## src/rtl/ptrauth_pkg.sv

```systemverilog
package ptrauth_pkg;

    typedef enum logic [1:0] {
        OP_SIGN = 2'd0,
        OP_AUTH = 2'd1,
        OP_MAC  = 2'd2,
        OP_RSVD = 2'd3
    } pa_op_e;

    typedef enum logic [1:0] {
        ST_IDLE = 2'd0,
        ST_MIX  = 2'd1,
        ST_RESP = 2'd2
    } pa_state_e;

    // One add-rotate-xor round of the stand-in keyed mixer.
    function automatic logic [63:0] mix_round(input logic [63:0] s,
                                              input logic [63:0] kw,
                                              input logic [63:0] idx);
        logic [63:0] t;
        t = s + kw + idx;
        return {t[50:0], t[63:51]} ^ (t >> 9);
    endfunction

endpackage

```

## src/rtl/ptrauth_keys.sv

```systemverilog
module ptrauth_keys #(
    parameter int NKEY  = 5,
    parameter int KEY_W = 128,
    parameter int SEL_W = 3
) (
    input  logic             clk,
    input  logic             rst_n,
    input  logic             wr_en,
    input  logic [SEL_W-1:0] wr_sel,
    input  logic [KEY_W-1:0] wr_key,
    input  logic [SEL_W-1:0] rd_sel,
    output logic [KEY_W-1:0] rd_key
);
    logic [KEY_W-1:0] slot [NKEY];

    for (genvar g = 0; g < NKEY; g++) begin : g_slot
        always_ff @(posedge clk or negedge rst_n) begin
            if (!rst_n)
                slot[g] <= '0;
            else if (wr_en && wr_sel == SEL_W'(g))
                slot[g] <= wr_key;
        end
    end

    // Unused selector codes read as an all-zero key.
    always_comb begin
        rd_key = '0;
        for (int i = 0; i < NKEY; i++)
            if (rd_sel == SEL_W'(i))
                rd_key = slot[i];
    end

endmodule

```

## src/rtl/ptrauth_mix.sv

```systemverilog
module ptrauth_mix
    import ptrauth_pkg::*;
#(
    parameter int ROUNDS = 6,
    parameter int KEY_W  = 128
) (
    input  logic             clk,
    input  logic             rst_n,
    input  logic             load,
    input  logic [63:0]      seed,
    input  logic [KEY_W-1:0] key_in,
    output logic             last,
    output logic [63:0]      mixed
);
    localparam int CNT_W = (ROUNDS > 1) ? $clog2(ROUNDS) : 1;
    localparam int HALF  = KEY_W / 2;

    logic             busy;
    logic [CNT_W-1:0] cnt;
    logic [KEY_W-1:0] key_q;
    logic [63:0]      st_q;
    logic [63:0]      kword;

    assign kword = cnt[0] ? 64'(key_q[KEY_W-1:HALF]) : 64'(key_q[HALF-1:0]);
    assign last  = busy && (cnt == CNT_W'(ROUNDS - 1));
    assign mixed = st_q;

    always_ff @(posedge clk or negedge rst_n) begin
        if (!rst_n) begin
            busy  <= 1'b0;
            cnt   <= '0;
            key_q <= '0;
            st_q  <= '0;
        end else if (load) begin
            busy  <= 1'b1;
            cnt   <= '0;
            key_q <= key_in;
            st_q  <= seed;
        end else if (busy) begin
            st_q <= mix_round(st_q, kword, 64'(cnt));
            cnt  <= cnt + 1'b1;
            if (last)
                busy <= 1'b0;
        end
    end

    // the mixed value only moves while rounds run or on a load
    p_hold_r4: assert property (@(posedge clk) disable iff (!rst_n)
        (!busy && !load) |=> $stable(st_q));

endmodule

```

## src/rtl/ptrauth_unit.sv

```systemverilog
module ptrauth_unit
    import ptrauth_pkg::*;
#(
    parameter int VA_BITS = 39,
    parameter int ROUNDS  = 6,
    parameter int ERR_BIT = 62
) (
    input  logic         clk,
    input  logic         rst_n,
    input  logic         key_we,
    input  logic [2:0]   key_sel,
    input  logic [127:0] key_data,
    input  logic         req_valid,
    output logic         req_ready,
    input  logic [1:0]   req_op,
    input  logic [2:0]   req_key,
    input  logic [63:0]  req_ptr,
    input  logic [63:0]  req_mod,
    output logic         rsp_valid,
    output logic [63:0]  rsp_data
);
    localparam int SIG_W = 64 - VA_BITS;

    pa_state_e    state, state_nx;
    pa_op_e       op_q;
    logic [63:0]  ptr_q;
    logic [127:0] sel_key;
    logic [63:0]  seed;
    logic [63:0]  mixed;
    logic         mix_last;
    logic         accept;
    logic [31:0]  tag;
    logic [SIG_W-1:0] sig;
    logic         canon;

    assign accept = req_valid && req_ready;
    assign seed   = ((req_op == OP_SIGN || req_op == OP_AUTH)
                    ? {{SIG_W{1'b0}}, req_ptr[VA_BITS-1:0]} : req_ptr) ^ req_mod;

    ptrauth_keys #(.NKEY(5), .KEY_W(128), .SEL_W(3)) u_keys (
        .clk    (clk),
        .rst_n  (rst_n),
        .wr_en  (key_we),
        .wr_sel (key_sel),
        .wr_key (key_data),
        .rd_sel (req_key),
        .rd_key (sel_key)
    );

    ptrauth_mix #(.ROUNDS(ROUNDS), .KEY_W(128)) u_mix (
        .clk    (clk),
        .rst_n  (rst_n),
        .load   (accept),
        .seed   (seed),
        .key_in (sel_key),
        .last   (mix_last),
        .mixed  (mixed)
    );

    // State register and captured operands
    always_ff @(posedge clk or negedge rst_n) begin
        if (!rst_n) begin
            state <= ST_IDLE;
            op_q  <= OP_SIGN;
            ptr_q <= '0;
        end else begin
            state <= state_nx;
            if (accept) begin
                op_q  <= pa_op_e'(req_op);
                ptr_q <= req_ptr;
            end
        end
    end

    always_comb begin
        state_nx = state;
        unique case (state)
            ST_IDLE: if (accept)   state_nx = ST_MIX;
            ST_MIX:  if (mix_last) state_nx = ST_RESP;
            ST_RESP:               state_nx = ST_IDLE;
            default:               state_nx = ST_IDLE;
        endcase
    end

    // Outputs
    assign tag   = mixed[63:32] ^ mixed[31:0];
    assign sig   = tag[SIG_W-1:0];
    assign canon = (ptr_q[63:VA_BITS] == '0);

    always_comb begin
        req_ready = (state == ST_IDLE);
        rsp_valid = (state == ST_RESP);
        rsp_data  = '0;
        unique case (op_q)
            OP_SIGN: begin
                rsp_data[VA_BITS-1:0] = ptr_q[VA_BITS-1:0];
                rsp_data[63:VA_BITS]  = canon ? sig : (sig ^ SIG_W'(1));
            end
            OP_AUTH: begin
                rsp_data[VA_BITS-1:0] = ptr_q[VA_BITS-1:0];
                rsp_data[ERR_BIT]     = (ptr_q[63:VA_BITS] != sig);
            end
            OP_MAC, OP_RSVD: rsp_data = {tag, 32'h0};
            default:         rsp_data = '0;
        endcase
    end

    // no second request is taken while one is in flight
    p_one_inflight_r2: assert property (@(posedge clk) disable iff (!rst_n)
        accept |=> !req_ready);

    // the response is a single-cycle pulse
    p_rsp_pulse_r2: assert property (@(posedge clk) disable iff (!rst_n)
        rsp_valid |=> !rsp_valid);

    // sign and authenticate never alter the address field
    p_addr_keep_r5: assert property (@(posedge clk) disable iff (!rst_n)
        (rsp_valid && op_q inside {OP_SIGN, OP_AUTH})
        |-> rsp_data[VA_BITS-1:0] == ptr_q[VA_BITS-1:0]);

    // an authenticated result has at most one bit set above the address
    p_auth_upper_r8: assert property (@(posedge clk) disable iff (!rst_n)
        (rsp_valid && op_q == OP_AUTH) |-> $countones(rsp_data[63:VA_BITS]) <= 1);

    // the MAC leaves its low half zero
    p_mac_low_r9: assert property (@(posedge clk) disable iff (!rst_n)
        (rsp_valid && op_q inside {OP_MAC, OP_RSVD}) |-> rsp_data[31:0] == 32'h0);

endmodule

```

## config.mk

```make
export PLATFORM = sky130hd
export DESIGN_NAME = ptrauth_unit
export DESIGN_NICKNAME = d
export VERILOG_FILES = /design/src/rtl/ptrauth_pkg.sv /design/src/rtl/ptrauth_keys.sv /design/src/rtl/ptrauth_mix.sv /design/src/rtl/ptrauth_unit.sv
export SDC_FILE = /design/constraint.sdc
export NUM_CORES = 2
export LEC_CHECK = 0
export ABC_AREA = 1
export BUFFER_PORTS_ARGS = -buffer_cell sky130_fd_sc_hd__buf_2
export CORE_AREA = 2 2 299 301
export DETAILED_ROUTE_END_ITERATION = 12
export DIE_AREA = 0 0 301 303
export HOLD_SLACK_MARGIN = 0.1
export PLACE_DENSITY = 0.77
export SYNTH_ARGS = -nofsm -noshare
export SYNTH_HDL_FRONTEND = slang
export SYNTH_SLANG_ARGS = --single-unit
export TNS_END_PERCENT = 100
```

## constraint.sdc

```tcl
create_clock -name clk -period 4.95 [get_ports clk]
set_input_delay 0.99 -clock clk [delete_from_list [all_inputs] [get_ports clk]]
set_output_delay 0.99 -clock clk [all_outputs]
set_load 0.05 [all_outputs]
```

After elaboration in Yosys (flattened, before gate mapping)
Index checks and enable logic that the tools add are counted.

Register bits: 904. Bits of input ports: 268.

$add $sub $neg: 3. Equal/unequal tests: 18. Mux-type cells: 22. Bitwise logic cells: 4. Reductions and logical operators: 18.

Operators with widths (count): $mux W128 (5); $mux W64 (4); $pmux W39 S2 (1); $add A64 B3 Y64 (1); $add A64 B64 Y64 (1); $xor A64 B55 Y64 (1); $xor A64 B64 Y64 (1); $pmux W23 S2 (1); $xor A32 B32 Y32 (1); $logic_not A25 Y1 (1); $ne A25 B25 Y1 (1); $eq A3 B2 Y1 const B (4); $eq A3 B3 Y1 const B (3); $logic_and A1 B1 Y1 (7); $eq A2 B1 Y1 const B (3); $eq A2 B2 Y1 const B (3); $eq A3 B1 Y1 const B (2); $logic_not A2 Y1 (3); $logic_not A3 Y1 (2); $mux W3 (2); $mux W1 (4); $mux W2 (2); $pmux W2 S2 (1); $reduce_or A2 Y1 (2); 9 further kinds (9).

Depth between registers and ports, before layout
Word-level depth: 6. Gate-level depth with buffers: 24. Gate-level depth less buffers: 23.

Modules after synthesis
A second synthesis with hierarchy kept.

Cells, all modules: 6680. Area, all modules: 48724.2 um^2.

Modules (own cells, without submodules): ptrauth_keys (times used 1, cells an instance 3467, area each 28174.5 um^2, seq. area each 16015.4 um^2); ptrauth_mix (times used 1, cells an instance 2510, area each 15803.9 um^2, seq. area each 4904.7 um^2); ptrauth_unit (times used 1, cells an instance 703, area each 4745.8 um^2, seq. area each 1701.6 um^2).

Worst setup path after synthesis
No wires, ideal clock.

Path kind: register to register. Start: reg u_mix.cnt[0]. End: reg u_mix.st_q[46], in the netlist u_mix.mixed[46]. Setup time: 0.116 ns. Data arrival time: 3.309 ns. Setup slack: 1.525 ns. Cell stages (with the launch flop): 25. Buffers on the path: 2. Path through: dfrtp_1 > clkbuf_1 > clkbuf_1 > nand2_1 > o21ai_0 > fa_1 > inv_1 > ha_1 > inv_1 > fa_1 > inv_1 > nand2_1 > nand2_1 > nand3_1 > nand2_1 > nand2_1 > nand2_1 > nand2_1 > nand2_1 > nand2_1 > nand2_1 > nand3b_1 > nand3_1 > nand2_1 > nand2_1.

Longest elaborated chain between the ends: 6.

RTL lines: start, declared (line ptrauth_mix.sv:19) `logic [CNT_W-1:0] cnt;`; start signal, assigned (line ptrauth_mix.sv:41) `cnt <= cnt + 1'b1;`; $mux W64 (line ptrauth_mix.sv:24) `assign kword = cnt[0] ? 64'(key_q[KEY_W-1:HALF]) : 64'(key_q[HALF-1:0]);`; $add A64 B64 Y64 (line ptrauth_pkg.sv:21) `t = s + kw + idx;`; $add A64 B3 Y64 (*) (line ptrauth_pkg.sv:21); $xor A64 B55 Y64 (*) (line ptrauth_pkg.sv:22) `return {t[50:0], t[63:51]} ^ (t >> 9);`; $mux W64 (*) (line ptrauth_mix.sv:39) `end else if (busy) begin`; $mux W64 (*) (line ptrauth_mix.sv:34) `end else if (load) begin`; end signal, assigned (line ptrauth_mix.sv:40) `st_q <= mix_round(st_q, kword, 64'(cnt));`; end, declared (line ptrauth_mix.sv:21) `logic [63:0] st_q;`.

Every way passes the cells marked *; elsewhere a longest branch is shown, timed or not. The select of a mux whose other input is x is not followed. A chain may end at the register's enable or synchronous reset.

Final worst setup path
Start: reg u_mix.cnt[0]. End: reg u_mix.st_q[12], in the netlist u_mix.mixed[12].

The elaborated chain is that of the path after synthesis.

==> results.txt <==
- Setup violations remaining at the end of the flow were counted as 0.
- Adding up every negative setup slack in the final design gives 0 ns.
* Static Leak: 27.7 nW
* Routed len/inst: 22.6 µm
- Post-synth cell types: 45
* CTS H-Tree Depth: 3
* Iter 0 DRT Violations: 5,384
- The tightest min-delay check is of the in2async type.
- For this design, the CTS-stage hold fixing added 0 buffers.
- The synthesized design spends more area on one cell type than any other, namely sky130_fd_sc_hd__dfrtp_1.
- Weighted congestion at the end of routability-driven global placement: 1.09
- Multi-input gate area in the final layout: 21,300 µm²
- A synthesized cell averages 7.65 µm².
- Main area contributors after synthesis: sky130_fd_sc_hd__dfrtp_1 (47%), sky130_fd_sc_hd__nand2_1 (15%), sky130_fd_sc_hd__o21ai_0 (9.5%)
* Number of enable-type register cells in the synthesized netlist: 0
- The die is 301 µm wide.
- Outcome: finished clean
- Global-route wire length before repair: 259,000 µm
- CTS placed an instance of sky130_fd_sc_hd__clkbuf_16 at the clock tree root.
- HPWL after detailed placement: 124,000 µm
- Slack of the worst reg-to-reg path: 0.43 ns
- Standard-cell rows: 109
- In the synthesized netlist, the number of instances is 6,261.
- In this run, post-CTS repair resized a total of 0 instances.
- Unrepaired setup endpoints after global routing: false
* Ratio of cells with drive above 1 in the final layout: 0.103
- Max rail drop VDD: 0.338 mV
* Share of the yosys chip area belonging to registers: 0.472
- The floorplan step defined a die boundary enclosing 91,200 µm².
- Via-to-Cell Ratio: 5.81
- Startpoint type of the worst setup path: flop
* Number of vias in the routed layout: 44,500
* Vias in the first global route: 41,200
- Top fanout value on the critical path: 53
- Count of unresolved DRC violations after routing: 0
* Number of buffers created by CTS: 93
- Measured in cells, the most critical reg-to-reg path has a length of 19.
* FF+latch count, synth: 904
- Initial Utilization: 0.545
* Register area: 22,600 µm²
- Subtracting the final worst setup slack from the clock period gives 4.52 ns.
- Fraction of synthesized cell area taken by the top area cell type: 0.472
- Power density over the cells: 332 nW/µm²
- Pin count of the biggest net entering global routing: 156
- At the worst endpoint, the required time is 5.52 ns.
* Met3 Track Usage GR: 0.0551
* Clock Sinks: 904
- In the finished design, the share of the clock period the worst path needs comes to 0.913.
- For this run, the number of Yosys warnings is 0.
- The cell area that synthesis handed to floorplanning was 47,900 µm².
- Drt pass-1 iters: 6
- Met1 usage in global routing: 0.520
* Final Hold Vio Count: 0
- Headroom to the max-slew limit came out at 0.269.
- The routed design has 173,000 µm of wire.
- Sort of element at the end of the critical path: flop
- On the final layout, the worst clock skew is 0.0410 ns.
* Final standard cell utilization of the core: 0.612
- The total area inside the core boundary comes to 88,000 µm².
- After filler insertion, the fill cell instance count of the layout stands at 7,898.
* Number of nets in the layout: 6,814
* Number of antenna violations at the first check in global routing: 3
- Transition time at the pin with the least slew margin: 1.10 ns
- Clock transition at the register clock pins on the worst setup and hold paths after CTS: 0.06 ns
* CTS tree: built
- Synth-to-Final Area Change: 12.3%
- After global routing, the most crowded layer is met2.
- Global route overflow: 0
- In the global route stage, met2 resource usage came out at 0.593.
* Buffer levels on the longest clock path: 3
- Antenna Nets Post-Route: 0
- CP Class: reg2reg
- The tool flagged a number of max-cap violations equal to 0.
- In the synthesized netlist the dominant register cell turns out to be sky130_fd_sc_hd__dfrtp_1.
- Post-CTS Setup Bufs: 0
- The number of max-slew violations in the final report was 0.
* Die outline height: 303 µm
- Max frequency: 221 MHz
- Post-Synthesis Net Count: 6,657
* Skew-Pair Late Insertion Delay: 0.70 ns
- 334 I/O pins were placed.
- Total routing resource utilization after global routing: 0.377
- Number of port buffers: 333
- Data arrives at the worst endpoint at 5.09 ns.
- Of all flip-flops after synthesis, the portion carrying an async set or reset was 1.00.
[critical path, stage by stage, from the launching register on]
cell	delay, ns
sky130_fd_sc_hd__dfrtp_4	0.83
sky130_fd_sc_hd__buf_4	0.29
sky130_fd_sc_hd__o21ai_0	0.10
sky130_fd_sc_hd__buf_4	0.16
sky130_fd_sc_hd__fa_1	0.38
sky130_fd_sc_hd__ha_1	0.31
sky130_fd_sc_hd__inv_1	0.12
sky130_fd_sc_hd__fa_1	0.24
sky130_fd_sc_hd__inv_1	0.10
sky130_fd_sc_hd__nand2_1	0.06
sky130_fd_sc_hd__nand2_1	0.10
sky130_fd_sc_hd__and2_1	0.21
sky130_fd_sc_hd__nand2_1	0.09
sky130_fd_sc_hd__nand3_2	0.16
sky130_fd_sc_hd__xnor2_1	0.75
sky130_fd_sc_hd__inv_1	0.14
sky130_fd_sc_hd__nand3_1	0.12
sky130_fd_sc_hd__nand3_1	0.07
sky130_fd_sc_hd__nand2_1	0.08
sky130_fd_sc_hd__nand2_1	0.05
[through the flow]
| stage | setup WS (ns) | hold WS [ns] | std cells | power (mW) | cell area [µm²] |
|---|---|---|---|---|---|
| 2_1_floorplan | 1.52 | 0.448 | 6261 | 10.0 | 47900 |
| 3_3_place_gp | 0.480 | 0.460 | 7488 | 10.7 | 50700 |
| 3_5_place_dp | 0.484 | 0.468 | 7488 | 10.8 | 50700 |
| 4_1_cts | 0.466 | 0.432 | 7655 | 17.9 | 53800 |
| 5_1_grt | 0.178 | 0.436 | 7655 | 18.6 | 53800 |
| 6_report | 0.430 | 0.384 | 7657 | 17.9 | 53800 |
[worst paths after layout]
check | from | end
max in group asynchronous | rst_n | u_mix.key_q[109]
min reg2reg | u_keys.slot[117] | u_keys.slot[117]
max | u_mix.cnt[0] | u_mix.mixed[12]
max reg2reg | u_mix.cnt[0] | u_mix.mixed[12]
min | rst_n | u_keys.slot[273]
min in group clk | u_keys.slot[117] | u_keys.slot[117]
[logic make-up after synthesis]
logic type      count (synthesis)  share of synthesized area
simple gates                 2710                      0.235
compound gates               1292                      0.147
buf+inv                      1086                     0.0859
flops                         904                      0.472
xor+xnor                      140                     0.0259
fa+ha+maj                     128                     0.0341
mux                             1                   0.000209
[cell usage after synthesis (3+ instances only)]
| master | n |
|---|---|
| sky130_fd_sc_hd__nand2_1 | 1932 |
| sky130_fd_sc_hd__or2_2 | 10 |
| sky130_fd_sc_hd__o2111ai_1 | 83 |
| sky130_fd_sc_hd__nand2_2 | 29 |
| sky130_fd_sc_hd__nor4_1 | 10 |
| sky130_fd_sc_hd__nor2_1 | 155 |
| sky130_fd_sc_hd__o211ai_1 | 3 |
| sky130_fd_sc_hd__nor4_2 | 3 |
| sky130_fd_sc_hd__buf_2 | 21 |
| sky130_fd_sc_hd__a31oi_1 | 6 |
| sky130_fd_sc_hd__nor2_4 | 5 |
| sky130_fd_sc_hd__xnor2_1 | 98 |
| sky130_fd_sc_hd__a311oi_1 | 28 |
| sky130_fd_sc_hd__nor2_2 | 29 |
| sky130_fd_sc_hd__dfrtp_1 | 904 |
| sky130_fd_sc_hd__clkbuf_1 | 290 |
| sky130_fd_sc_hd__ha_1 | 124 |
| sky130_fd_sc_hd__a41oi_1 | 17 |
| sky130_fd_sc_hd__nor3_1 | 8 |
| sky130_fd_sc_hd__nand4_1 | 42 |
| sky130_fd_sc_hd__xor2_1 | 40 |
| sky130_fd_sc_hd__o21ai_0 | 910 |
| sky130_fd_sc_hd__and3_1 | 3 |
| sky130_fd_sc_hd__nand3_1 | 463 |
| sky130_fd_sc_hd__o22ai_1 | 32 |
| sky130_fd_sc_hd__inv_2 | 5 |
| sky130_fd_sc_hd__nand3_2 | 11 |
| sky130_fd_sc_hd__fa_1 | 4 |
| sky130_fd_sc_hd__a211oi_1 | 12 |
| sky130_fd_sc_hd__nand3b_1 | 3 |
| sky130_fd_sc_hd__a21oi_1 | 195 |
| sky130_fd_sc_hd__buf_1 | 32 |
| sky130_fd_sc_hd__or2_1 | 3 |
| sky130_fd_sc_hd__inv_1 | 734 |
[sequential cells by signal, summed over array words and instances (netlist names)]
name	flops
ptr_q	64
state	2
op_q	2
u_keys.slot	640
u_mix.cnt	3
u_mix.mixed	64
u_mix.busy	1
u_mix.key_q	128
[routing by layer]
layer  routed length [µm]  vias up  part of all wire
li1                     -    20600                 -
met1                71600    21400              0.41
met2                78500     2169              0.45
met3                13800      364             0.080
met4                 8900        0             0.051
met5                    0        -                 0
[where the power goes]
part,internal [mW],total (mW),leakage (nW),switching (mW)
Combinational,0.689,1.86,14.7,1.17
Clock,4.08,7.11,1.52,3.03
Sequential,8.37,8.90,11.4,0.527
Total,13.1,17.9,27.7,4.73
[layout make-up]
| cell class | instances | area share |
|---|---|---|
| Antenna cell | 2 | 0.0000930 |
| Timing Repair Buffer | 407 | 0.0469 |
| Inverter | 741 | 0.0519 |
| Clock inverter | 31 | 0.00686 |
| Sequential cell | 904 | 0.420 |
| Multi-Input combinational cell | 4271 | 0.395 |
| Clock buffer | 136 | 0.0511 |
| Tap cell | 1165 | 0.0271 |
[cell usage in the layout, fill, tap and decap left out, drive strengths merged, types with 124 or more instances in the layout]
cell and n:
nand2 1961, o21ai 912, dfrtp 904, inv 742, nand3 475, buf 407, a21oi 195, nor2 189
clkbuf 136, ha 124
No activity file was read; power rests on OpenSTA's default activity.
